===== src/rtl/rsc_pkg.sv =====
package rsc_pkg;

  localparam int XLEN = 32;
  localparam int RIDX = 5;

  localparam logic [5:0] OP_RTYPE = 6'h00;
  localparam logic [5:0] OP_JMP   = 6'h02;
  localparam logic [5:0] OP_JAL   = 6'h03;
  localparam logic [5:0] OP_BEQ   = 6'h04;
  localparam logic [5:0] OP_BNE   = 6'h05;
  localparam logic [5:0] OP_ADDI  = 6'h08;
  localparam logic [5:0] OP_ADDIU = 6'h09;
  localparam logic [5:0] OP_SLTI  = 6'h0A;
  localparam logic [5:0] OP_SLTIU = 6'h0B;
  localparam logic [5:0] OP_ANDI  = 6'h0C;
  localparam logic [5:0] OP_ORI   = 6'h0D;
  localparam logic [5:0] OP_XORI  = 6'h0E;
  localparam logic [5:0] OP_LUI   = 6'h0F;
  localparam logic [5:0] OP_LW    = 6'h23;
  localparam logic [5:0] OP_SW    = 6'h2B;

  localparam logic [5:0] FN_SLL  = 6'h00;
  localparam logic [5:0] FN_SRL  = 6'h02;
  localparam logic [5:0] FN_SRA  = 6'h03;
  localparam logic [5:0] FN_ADD  = 6'h20;
  localparam logic [5:0] FN_ADDU = 6'h21;
  localparam logic [5:0] FN_SUB  = 6'h22;
  localparam logic [5:0] FN_SUBU = 6'h23;
  localparam logic [5:0] FN_AND  = 6'h24;
  localparam logic [5:0] FN_OR   = 6'h25;
  localparam logic [5:0] FN_XOR  = 6'h26;
  localparam logic [5:0] FN_NOR  = 6'h27;
  localparam logic [5:0] FN_SLT  = 6'h2A;
  localparam logic [5:0] FN_SLTU = 6'h2B;

  typedef enum logic [3:0] {
    ALU_ADD, ALU_SUB, ALU_AND, ALU_OR, ALU_XOR, ALU_NOR,
    ALU_SLT, ALU_SLTU, ALU_SLL, ALU_SRL, ALU_SRA, ALU_LUI
  } alu_op_e;

  typedef enum logic { IMM_SIGN, IMM_ZERO } imm_e;

  typedef enum logic [1:0] { WB_ALU, WB_MEM, WB_LINK } wb_e;

  typedef enum logic [1:0] { NX_SEQ, NX_BEQ, NX_BNE, NX_JMP } nx_e;

  typedef struct packed {
    alu_op_e         alu;
    logic            use_imm;
    imm_e            immk;
    logic            wr_en;
    wb_e             wb;
    logic [RIDX-1:0] dst;
    logic            ld;
    logic            st;
    nx_e             nx;
  } ctrl_t;

endpackage


===== src/rtl/rsc_decode.sv =====
module rsc_decode
  import rsc_pkg::*;
#(
  parameter int LINK_REG = 31
) (
  input  logic [5:0]      op,
  input  logic [5:0]      fn,
  input  logic [RIDX-1:0] rt,
  input  logic [RIDX-1:0] rd,
  output ctrl_t           ctrl
);

  localparam logic [RIDX-1:0] LINK_IDX = RIDX'(LINK_REG);

  // register-register group: returns 1 when the function code is known
  function automatic logic rfunc(input logic [5:0] f, output alu_op_e o);
    rfunc = 1'b1;
    o     = ALU_ADD;
    case (f)
      FN_ADD, FN_ADDU: o = ALU_ADD;
      FN_SUB, FN_SUBU: o = ALU_SUB;
      FN_AND:          o = ALU_AND;
      FN_OR:           o = ALU_OR;
      FN_XOR:          o = ALU_XOR;
      FN_NOR:          o = ALU_NOR;
      FN_SLT:          o = ALU_SLT;
      FN_SLTU:         o = ALU_SLTU;
      FN_SLL:          o = ALU_SLL;
      FN_SRL:          o = ALU_SRL;
      FN_SRA:          o = ALU_SRA;
      default:         rfunc = 1'b0;
    endcase
  endfunction

  always_comb begin
    alu_op_e ro;
    logic    known;
    ctrl         = '0;
    ctrl.alu     = ALU_ADD;
    ctrl.immk    = IMM_SIGN;
    ctrl.wb      = WB_ALU;
    ctrl.nx      = NX_SEQ;
    ro           = ALU_ADD;
    known        = 1'b0;
    case (op)
      OP_RTYPE: begin
        known = rfunc(fn, ro);
        if (known) begin
          ctrl.alu   = ro;
          ctrl.wr_en = 1'b1;
          ctrl.dst   = rd;
        end
      end
      OP_ADDI, OP_ADDIU, OP_SLTI, OP_SLTIU,
      OP_ANDI, OP_ORI, OP_XORI, OP_LUI: begin
        ctrl.use_imm = 1'b1;
        ctrl.wr_en   = 1'b1;
        ctrl.dst     = rt;
        case (op)
          OP_SLTI:  ctrl.alu = ALU_SLT;
          OP_SLTIU: ctrl.alu = ALU_SLTU;
          OP_ANDI:  begin ctrl.alu = ALU_AND; ctrl.immk = IMM_ZERO; end
          OP_ORI:   begin ctrl.alu = ALU_OR;  ctrl.immk = IMM_ZERO; end
          OP_XORI:  begin ctrl.alu = ALU_XOR; ctrl.immk = IMM_ZERO; end
          OP_LUI:   begin ctrl.alu = ALU_LUI; ctrl.immk = IMM_ZERO; end
          default:  ctrl.alu = ALU_ADD;
        endcase
      end
      OP_LW: begin
        ctrl.use_imm = 1'b1;
        ctrl.ld      = 1'b1;
        ctrl.wr_en   = 1'b1;
        ctrl.wb      = WB_MEM;
        ctrl.dst     = rt;
      end
      OP_SW: begin
        ctrl.use_imm = 1'b1;
        ctrl.st      = 1'b1;
      end
      OP_BEQ: ctrl.nx = NX_BEQ;
      OP_BNE: ctrl.nx = NX_BNE;
      OP_JMP: ctrl.nx = NX_JMP;
      OP_JAL: begin
        ctrl.nx    = NX_JMP;
        ctrl.wr_en = 1'b1;
        ctrl.wb    = WB_LINK;
        ctrl.dst   = LINK_IDX;
      end
      default: ;
    endcase
  end

endmodule


===== src/rtl/rsc_alu.sv =====
module rsc_alu
  import rsc_pkg::*;
#(
  parameter int W = XLEN
) (
  input  alu_op_e           op,
  input  logic [W-1:0]      a,
  input  logic [W-1:0]      b,
  input  logic [RIDX-1:0]   sh,
  output logic [W-1:0]      y
);

  localparam int HALF = W / 2;

  always_comb begin
    case (op)
      ALU_ADD:  y = a + b;
      ALU_SUB:  y = a - b;
      ALU_AND:  y = a & b;
      ALU_OR:   y = a | b;
      ALU_XOR:  y = a ^ b;
      ALU_NOR:  y = ~(a | b);
      ALU_SLT:  y = W'($signed(a) < $signed(b));
      ALU_SLTU: y = W'(a < b);
      ALU_SLL:  y = b << sh;
      ALU_SRL:  y = b >> sh;
      ALU_SRA:  y = W'($signed(b) >>> sh);
      ALU_LUI:  y = {b[HALF-1:0], {HALF{1'b0}}};
      default:  y = '0;
    endcase
  end

endmodule


===== src/rtl/rsc_regfile.sv =====
module rsc_regfile
  import rsc_pkg::*;
#(
  parameter int W  = XLEN,
  parameter int NR = 32
) (
  input  logic                    clk,
  input  logic                    rst,
  input  logic [$clog2(NR)-1:0]   ra,
  input  logic [$clog2(NR)-1:0]   rb,
  output logic [W-1:0]            qa,
  output logic [W-1:0]            qb,
  input  logic                    we,
  input  logic [$clog2(NR)-1:0]   wa,
  input  logic [W-1:0]            wd
);

  localparam int AW = $clog2(NR);

  logic [W-1:0] regs [NR];

  always_ff @(posedge clk) begin
    if (rst) begin
      for (int i = 0; i < NR; i++) regs[i] <= '0;
    end else if (we && wa != '0) begin
      regs[wa] <= wd;
    end
  end

  assign qa = (ra == AW'(0)) ? '0 : regs[ra];
  assign qb = (rb == AW'(0)) ? '0 : regs[rb];

  AST_WRITE_LANDS: assert property (@(posedge clk) disable iff (rst)
    (we && wa != '0) |=> (regs[$past(wa)] == $past(wd)));

endmodule


===== src/rtl/rsc_core.sv =====
module rsc_core
  import rsc_pkg::*;
#(
  parameter logic [31:0] RESET_PC = 32'h0,
  parameter int          LINK_REG = 31
) (
  input  logic        clk,
  input  logic        rst,
  output logic [31:0] imem_addr,
  input  logic [31:0] imem_data,
  output logic [31:0] dmem_addr,
  output logic [31:0] dmem_wdata,
  output logic        dmem_we,
  input  logic [31:0] dmem_rdata,
  output logic        mis_err
);

  localparam int W    = XLEN;
  localparam int NR   = 1 << RIDX;
  localparam int IMMW = 16;
  localparam int JW   = 26;

  logic [W-1:0]    pc_q, pc4, br_tgt, j_tgt, pc_nx;
  logic [5:0]      f_op, f_fn;
  logic [RIDX-1:0] f_rs, f_rt, f_rd, f_sh;
  logic [IMMW-1:0] f_imm;
  logic [JW-1:0]   f_jt;
  ctrl_t           ctrl;
  logic [W-1:0]    rs_v, rt_v, imm_x, opb, alu_y, wb_v;
  logic            mis, rf_we, redirect, err_q;

  assign f_op  = imem_data[31:26];
  assign f_rs  = imem_data[25:21];
  assign f_rt  = imem_data[20:16];
  assign f_rd  = imem_data[15:11];
  assign f_sh  = imem_data[10:6];
  assign f_fn  = imem_data[5:0];
  assign f_imm = imem_data[IMMW-1:0];
  assign f_jt  = imem_data[JW-1:0];

  rsc_decode #(.LINK_REG(LINK_REG)) u_dec (
    .op(f_op), .fn(f_fn), .rt(f_rt), .rd(f_rd), .ctrl(ctrl)
  );

  rsc_regfile #(.W(W), .NR(NR)) u_rf (
    .clk(clk), .rst(rst),
    .ra(f_rs), .rb(f_rt), .qa(rs_v), .qb(rt_v),
    .we(rf_we), .wa(ctrl.dst), .wd(wb_v)
  );

  assign imm_x = (ctrl.immk == IMM_SIGN) ? {{(W-IMMW){f_imm[IMMW-1]}}, f_imm}
                                         : {{(W-IMMW){1'b0}}, f_imm};
  assign opb   = ctrl.use_imm ? imm_x : rt_v;

  rsc_alu #(.W(W)) u_alu (
    .op(ctrl.alu), .a(rs_v), .b(opb), .sh(f_sh), .y(alu_y)
  );

  // data port: effective address comes out of the adder
  assign mis        = (ctrl.ld || ctrl.st) && (alu_y[1:0] != 2'b00);
  assign dmem_addr  = alu_y;
  assign dmem_wdata = rt_v;
  assign dmem_we    = ctrl.st && !mis && !rst;

  always_comb begin
    case (ctrl.wb)
      WB_MEM:  wb_v = dmem_rdata;
      WB_LINK: wb_v = pc4;
      default: wb_v = alu_y;
    endcase
  end

  assign rf_we = ctrl.wr_en && !(ctrl.ld && mis);

  // sequencing
  assign pc4    = pc_q + 32'd4;
  assign br_tgt = pc4 + {imm_x[W-3:0], 2'b00};
  assign j_tgt  = {pc4[W-1:W-4], f_jt, 2'b00};

  always_comb begin
    redirect = 1'b0;
    pc_nx    = pc4;
    case (ctrl.nx)
      NX_BEQ: if (rs_v == rt_v) begin redirect = 1'b1; pc_nx = br_tgt; end
      NX_BNE: if (rs_v != rt_v) begin redirect = 1'b1; pc_nx = br_tgt; end
      NX_JMP: begin redirect = 1'b1; pc_nx = j_tgt; end
      default: ;
    endcase
  end

  always_ff @(posedge clk) begin
    if (rst) begin
      pc_q  <= RESET_PC;
      err_q <= 1'b0;
    end else begin
      pc_q  <= pc_nx;
      err_q <= err_q | mis;
    end
  end

  assign imem_addr = pc_q;
  assign mis_err   = err_q;

  AST_PC_ALIGNED: assert property (@(posedge clk) disable iff (rst)
    pc_q[1:0] == 2'b00);
  AST_SEQ_STEP: assert property (@(posedge clk) disable iff (rst)
    !redirect |=> (pc_q == $past(pc_q) + 32'd4));
  AST_STORE_ALIGNED: assert property (@(posedge clk) disable iff (rst)
    dmem_we |-> (dmem_addr[1:0] == 2'b00));
  AST_ERR_HOLDS: assert property (@(posedge clk) disable iff (rst)
    mis_err |=> mis_err);
  AST_ERR_RISES: assert property (@(posedge clk) disable iff (rst)
    (ctrl.st && dmem_addr[1:0] != 2'b00) |=> mis_err);

endmodule


===== config.mk =====
export PLATFORM = sky130hd
export DESIGN_NAME = rsc_core
export DESIGN_NICKNAME = d
export VERILOG_FILES = /design/src/rtl/rsc_pkg.sv /design/src/rtl/rsc_decode.sv /design/src/rtl/rsc_alu.sv /design/src/rtl/rsc_regfile.sv /design/src/rtl/rsc_core.sv
export SDC_FILE = /design/constraint.sdc
export NUM_CORES = 2
export LEC_CHECK = 0
export CAP_MARGIN = 0
export CORE_MARGIN = 5
export CORE_UTILIZATION = 33
export DETAILED_ROUTE_END_ITERATION = 12
export HOLD_SLACK_MARGIN = 0.06
export REMOVE_ABC_BUFFERS = 1
export SLEW_MARGIN = 20
export SYNTH_ARGS = -nofsm -noshare
export SYNTH_HDL_FRONTEND = slang
export SYNTH_SLANG_ARGS = --single-unit
export TNS_END_PERCENT = 1

===== constraint.sdc =====
create_clock -name clk -period 9.45 [get_ports clk]
set_clock_uncertainty 0.1 [all_clocks]
set_input_delay 1.89 -clock clk [delete_from_list [all_inputs] [get_ports clk]]
set_output_delay 1.89 -clock clk [all_outputs]
set_load 0.01 [all_outputs]

==> run summary <==
==================================================================================
Outcome                                                               complete, but fails checks
Failing checks                                                        negative setup slack
Number of antenna violations at the first check in global routing               12
Number of buffers added by the clock tree synthesis step                       112
Number of optimization iterations in the first detailed-route pass               7
Biggest area contributors in the synthesized netlist                  sky130_fd_sc_hd__edfxtp_1, sky130_fd_sc_hd__mux4_2, sky130_fd_sc_hd__nor2_1
NumNets Final                                                                7,033
Peak clock frequency supported by timing                                 104.1 MHz
Fraction of final layout cells with drive strength greater than 1           0.2718
Fraction of the yosys area taken by sequential cells                        0.4592
Hold Startpoint                                                            mis_err
Max-slew headroom at the worst pin                                          0.2183
Cell area after synthesis                                               68,320 µm²
Total cell area at the placement stage                                  79,950 µm²
RSZ-0062 raised after global routing                                           yes
Final Setup Violations                                                           4
Number of flops mapped to enable cells by yosys                              1,024
Endpoint of the lowest-slack register-to-register path                u_rf.regs[4][30]
Number of cell rows                                                            167
Post-route DRC                                                                   0
Clk sink count                                                               1,055
Async set-or-reset flop fraction in the synthesized netlist                      0
Largest fanout on the critical path                                             15
Class of the tightest hold or removal check                           flop to flop
Cells on worst reg2reg path                                                     25
Drt wl/cell                                                               33.68 µm
Post-synth top area cell                                              sky130_fd_sc_hd__edfxtp_1
Time the final worst path needs with I/O delays and setup                 9.605 ns
Number of global-route vias before repair                                   58.39k
Number of standard cells after synthesis                                     6,063
CTS clock-pin slew for the worst setup and hold paths                      0.06 ns
WP buf/inv                                                                       5
Combined global-route utilization of all metal layers                       0.2888
Cell Pwr Density                                                      175.6 nW/µm²
Clk_lat worst skew                                                         0.80 ns
Startpoint Class                                                        input port
Area grow syn2layout                                                        23.31%
Minimum setup slack among reg-to-reg paths                                 2.89 ns
Vias per cell                                                                6.340
Port Buffers                                                                   161
Hold path cells                                                                  2
Dominant cell by count in the synthesized netlist                     sky130_fd_sc_hd__nor2_1
Wire length after detailed routing                                      324,400 µm
Number of max-slew violations in the final report                                0
Pin count of the biggest net entering global routing                            52
Die span in y                                                             465.0 µm
HPWL after detailed placement                                           244,900 µm
Full die area                                                          216,200 µm²
Final cell count without fillers                                             9,633
Yosys synthesis warning count                                                    0
Worst-case clock buffer depth                                                    3
Crit-path most repeated cell                                          sky130_fd_sc_hd__buf_4
Final hold violation count                                                       0
Total number of vias                                                        61.07k
Origin of the critical flop-to-flop path                              u_rf.regs[29][0]
Grt total ovfl                                                                   0
Number of flip-flops and latches in the synthesized netlist                  1,055
Starting density of the core                                                0.3309
Number of library cell types mapped by synthesis                               116
Avg Synthesized Cell Area                                                11.27 µm²
Critical path type                                                    input port to output port
Arrival time of the worst setup path                                       7.61 ns
Final weighted congestion of routability-driven global placement             1.080
Slowest cell on the critical path                                     sky130_fd_sc_hd__or4_4
Post-placement worst setup slack                                         -1.023 ns
Post-layout worst setup margin                                          -0.1549 ns
Clock root cell                                                       sky130_fd_sc_hd__clkbuf_16
Number of ports placed on the die boundary                                     164
CTS tree                                                                     built
Final Cycle Share                                                            1.016
H-tree lvl count                                                                 3
Critical Path End Type                                                 output port
Global-route wire length before repair                                  452,400 µm
Share of Yosys cell area claimed by the top area cell type                  0.4501
Actual slew at the worst max-slew pin                                     1.154 ns
Placed Cells incl. Taps                                                      9,411
Most used flip-flop cell after synthesis                              sky130_fd_sc_hd__edfxtp_1
Maximum VDD drop                                                         0.1847 mV
Horizontal die dimension                                                  465.0 µm
Antenna-violating nets left                                                      0
Cell chain of the critical path                                       buf_16 -> bufbuf_16 -> mux4_2 -> a22o_1 -> a211o_1 -> and2_1 -> a22oi_2 -> ha_1 -> or2_2 -> o221ai_1 -> o311a_1 -> o21ai_1 -> a31oi_1 -> buf_4 -> buf_4 -> nor4_1 -> or4_4 -> nor2_1 -> and4_1 -> clkdlybuf4s50_1
Sink of the worst hold path                                                mis_err
Number of inserted filler cells in the final layout                         19.52k
Req. time, crit path                                                       7.46 ns
List of most frequent post-synthesis cells                            sky130_fd_sc_hd__nor2_1, sky130_fd_sc_hd__edfxtp_1, sky130_fd_sc_hd__mux4_2
Maximum single-stage delay on the critical path                            0.60 ns
Number of max-cap violations                                                     0
Placeable core region                                                  206,400 µm²
Family of cells with the greatest summed delay on the critical path   compound AO/OA/AOI/OAI gates
Leakage                                                                   31.56 nW
Detailed Route Iter0 Violations                                              9,326
Final Instance Area                                                     84,240 µm²
==================================================================================
cell usage in the layout (no fill, tap or decap), types with 129 or more instances in the layout:
| master | instances |
|---|---|
| sky130_fd_sc_hd__nor2_1 | 1161 |
| sky130_fd_sc_hd__mux4_2 | 403 |
| sky130_fd_sc_hd__o21ai_0 | 156 |
| sky130_fd_sc_hd__ha_1 | 129 |
| sky130_fd_sc_hd__inv_1 | 132 |
| sky130_fd_sc_hd__nand2_1 | 301 |
| sky130_fd_sc_hd__clkdlybuf4s50_1 | 139 |
| sky130_fd_sc_hd__nor3_1 | 136 |
| sky130_fd_sc_hd__mux2i_1 | 263 |
| sky130_fd_sc_hd__buf_4 | 927 |
| sky130_fd_sc_hd__a21oi_1 | 202 |
| sky130_fd_sc_hd__edfxtp_1 | 1024 |
power breakdown:
group	total, mW	internal (mW)	switching, mW	leakage (nW)
clock	4.51	2.52	2.00	1.78
combinational	4.90	1.79	3.10	18.9
sequential	5.39	5.29	0.0973	10.8
final cells by class:
type / count / area [µm²] / share of cell area
Timing Repair Buffer: 1205 / 10890 / 0.1293
Clock inverter: 82 / 885.9 / 0.01052
Tap cell: 2704 / 3383 / 0.04016
Clock buffer: 124 / 2848 / 0.03380
Sequential cell: 1055 / 31370 / 0.3724
Inverter: 144 / 543.0 / 0.006446
Antenna cell: 5 / 12.51 / 0.0001485
Multi-Input combinational cell: 4314 / 34310 / 0.4072
sequential cells by signal, indices dropped and copies added (netlist names):
register and count:
imem_addr 30, mis_err 1, u_rf.regs 1024
worst max path at each step:
stage               slack [ns]  depth (start not counted)           from                to
finish                   -0.15                         20  imem_data[16]           dmem_we
global route             -0.25                         22  imem_data[16]           dmem_we
CTS                      -0.11                         24  imem_data[16]     dmem_addr[21]
detailed placement       -1.02                         23  imem_data[19]     dmem_addr[21]
global placement         -1.12                         23  imem_data[19]     dmem_addr[21]
floorplan                -4.15                         17  imem_data[18]  u_rf.regs[15][0]
stage by stage:
step	setup TNS, ns	hold slack [ns]	power (mW)	utilization
after CTS	-0.3593	0.3695	14.63	0.4065
after floorplan	-6861.10	0.3635	7.382	-
after global routing	-1.984	0.3874	15.17	0.4080
after global placement	-12.49	0.3699	10.11	0.3873
after detailed placement	-12.55	0.3608	10.14	0.3873
final	-0.2204	0.3709	14.79	0.4081
per-layer routing:
metal,part of all wire,routed length (µm),vias to the layer above,GRT usage
li1,-,-,24900,-
met1,0.37,120600,30560,0.3792
met2,0.44,141500,4733,0.4376
met3,0.12,40350,865,0.07215
met4,0.068,21900,10,0.1603
met5,0.00022,70,-,0
worst min-delay path, delay by kind of cell (launching register included):
| family | cells | cell delay [ns] |
|---|---|---|
| compound gates | 1 | 0.05 |
| flops | 1 | 0.32 |
| buf+inv | 1 | 0.05 |
kinds of logic (layout without fill, tap and decap cells):
family | count (synthesis) | after routing | share of synthesized area
muxes | 711 | 711 | 0.1853
and+or+nand+nor | 2102 | 2102 | 0.1362
AOI/OAI and AO/OA | 1253 | 1253 | 0.1321
adders and majority gates | 135 | 135 | 0.02505
xor gates and xnor gates | 79 | 79 | 0.01013
other | 1 | 39 | 0.00005489
buffers and inverters | 727 | 1555 | 0.05194
DFF | 1055 | 1055 | 0.4592
repair_timing:
item,4_1_cts,5_1_grt
gates cloned,1,0
setup endpoints to repair,25,22
pin swaps,9,12
buffers inserted,4,6
resized for setup,52,58
hold buffers,0,0
Note: power is estimated with default switching activity, not from simulation.
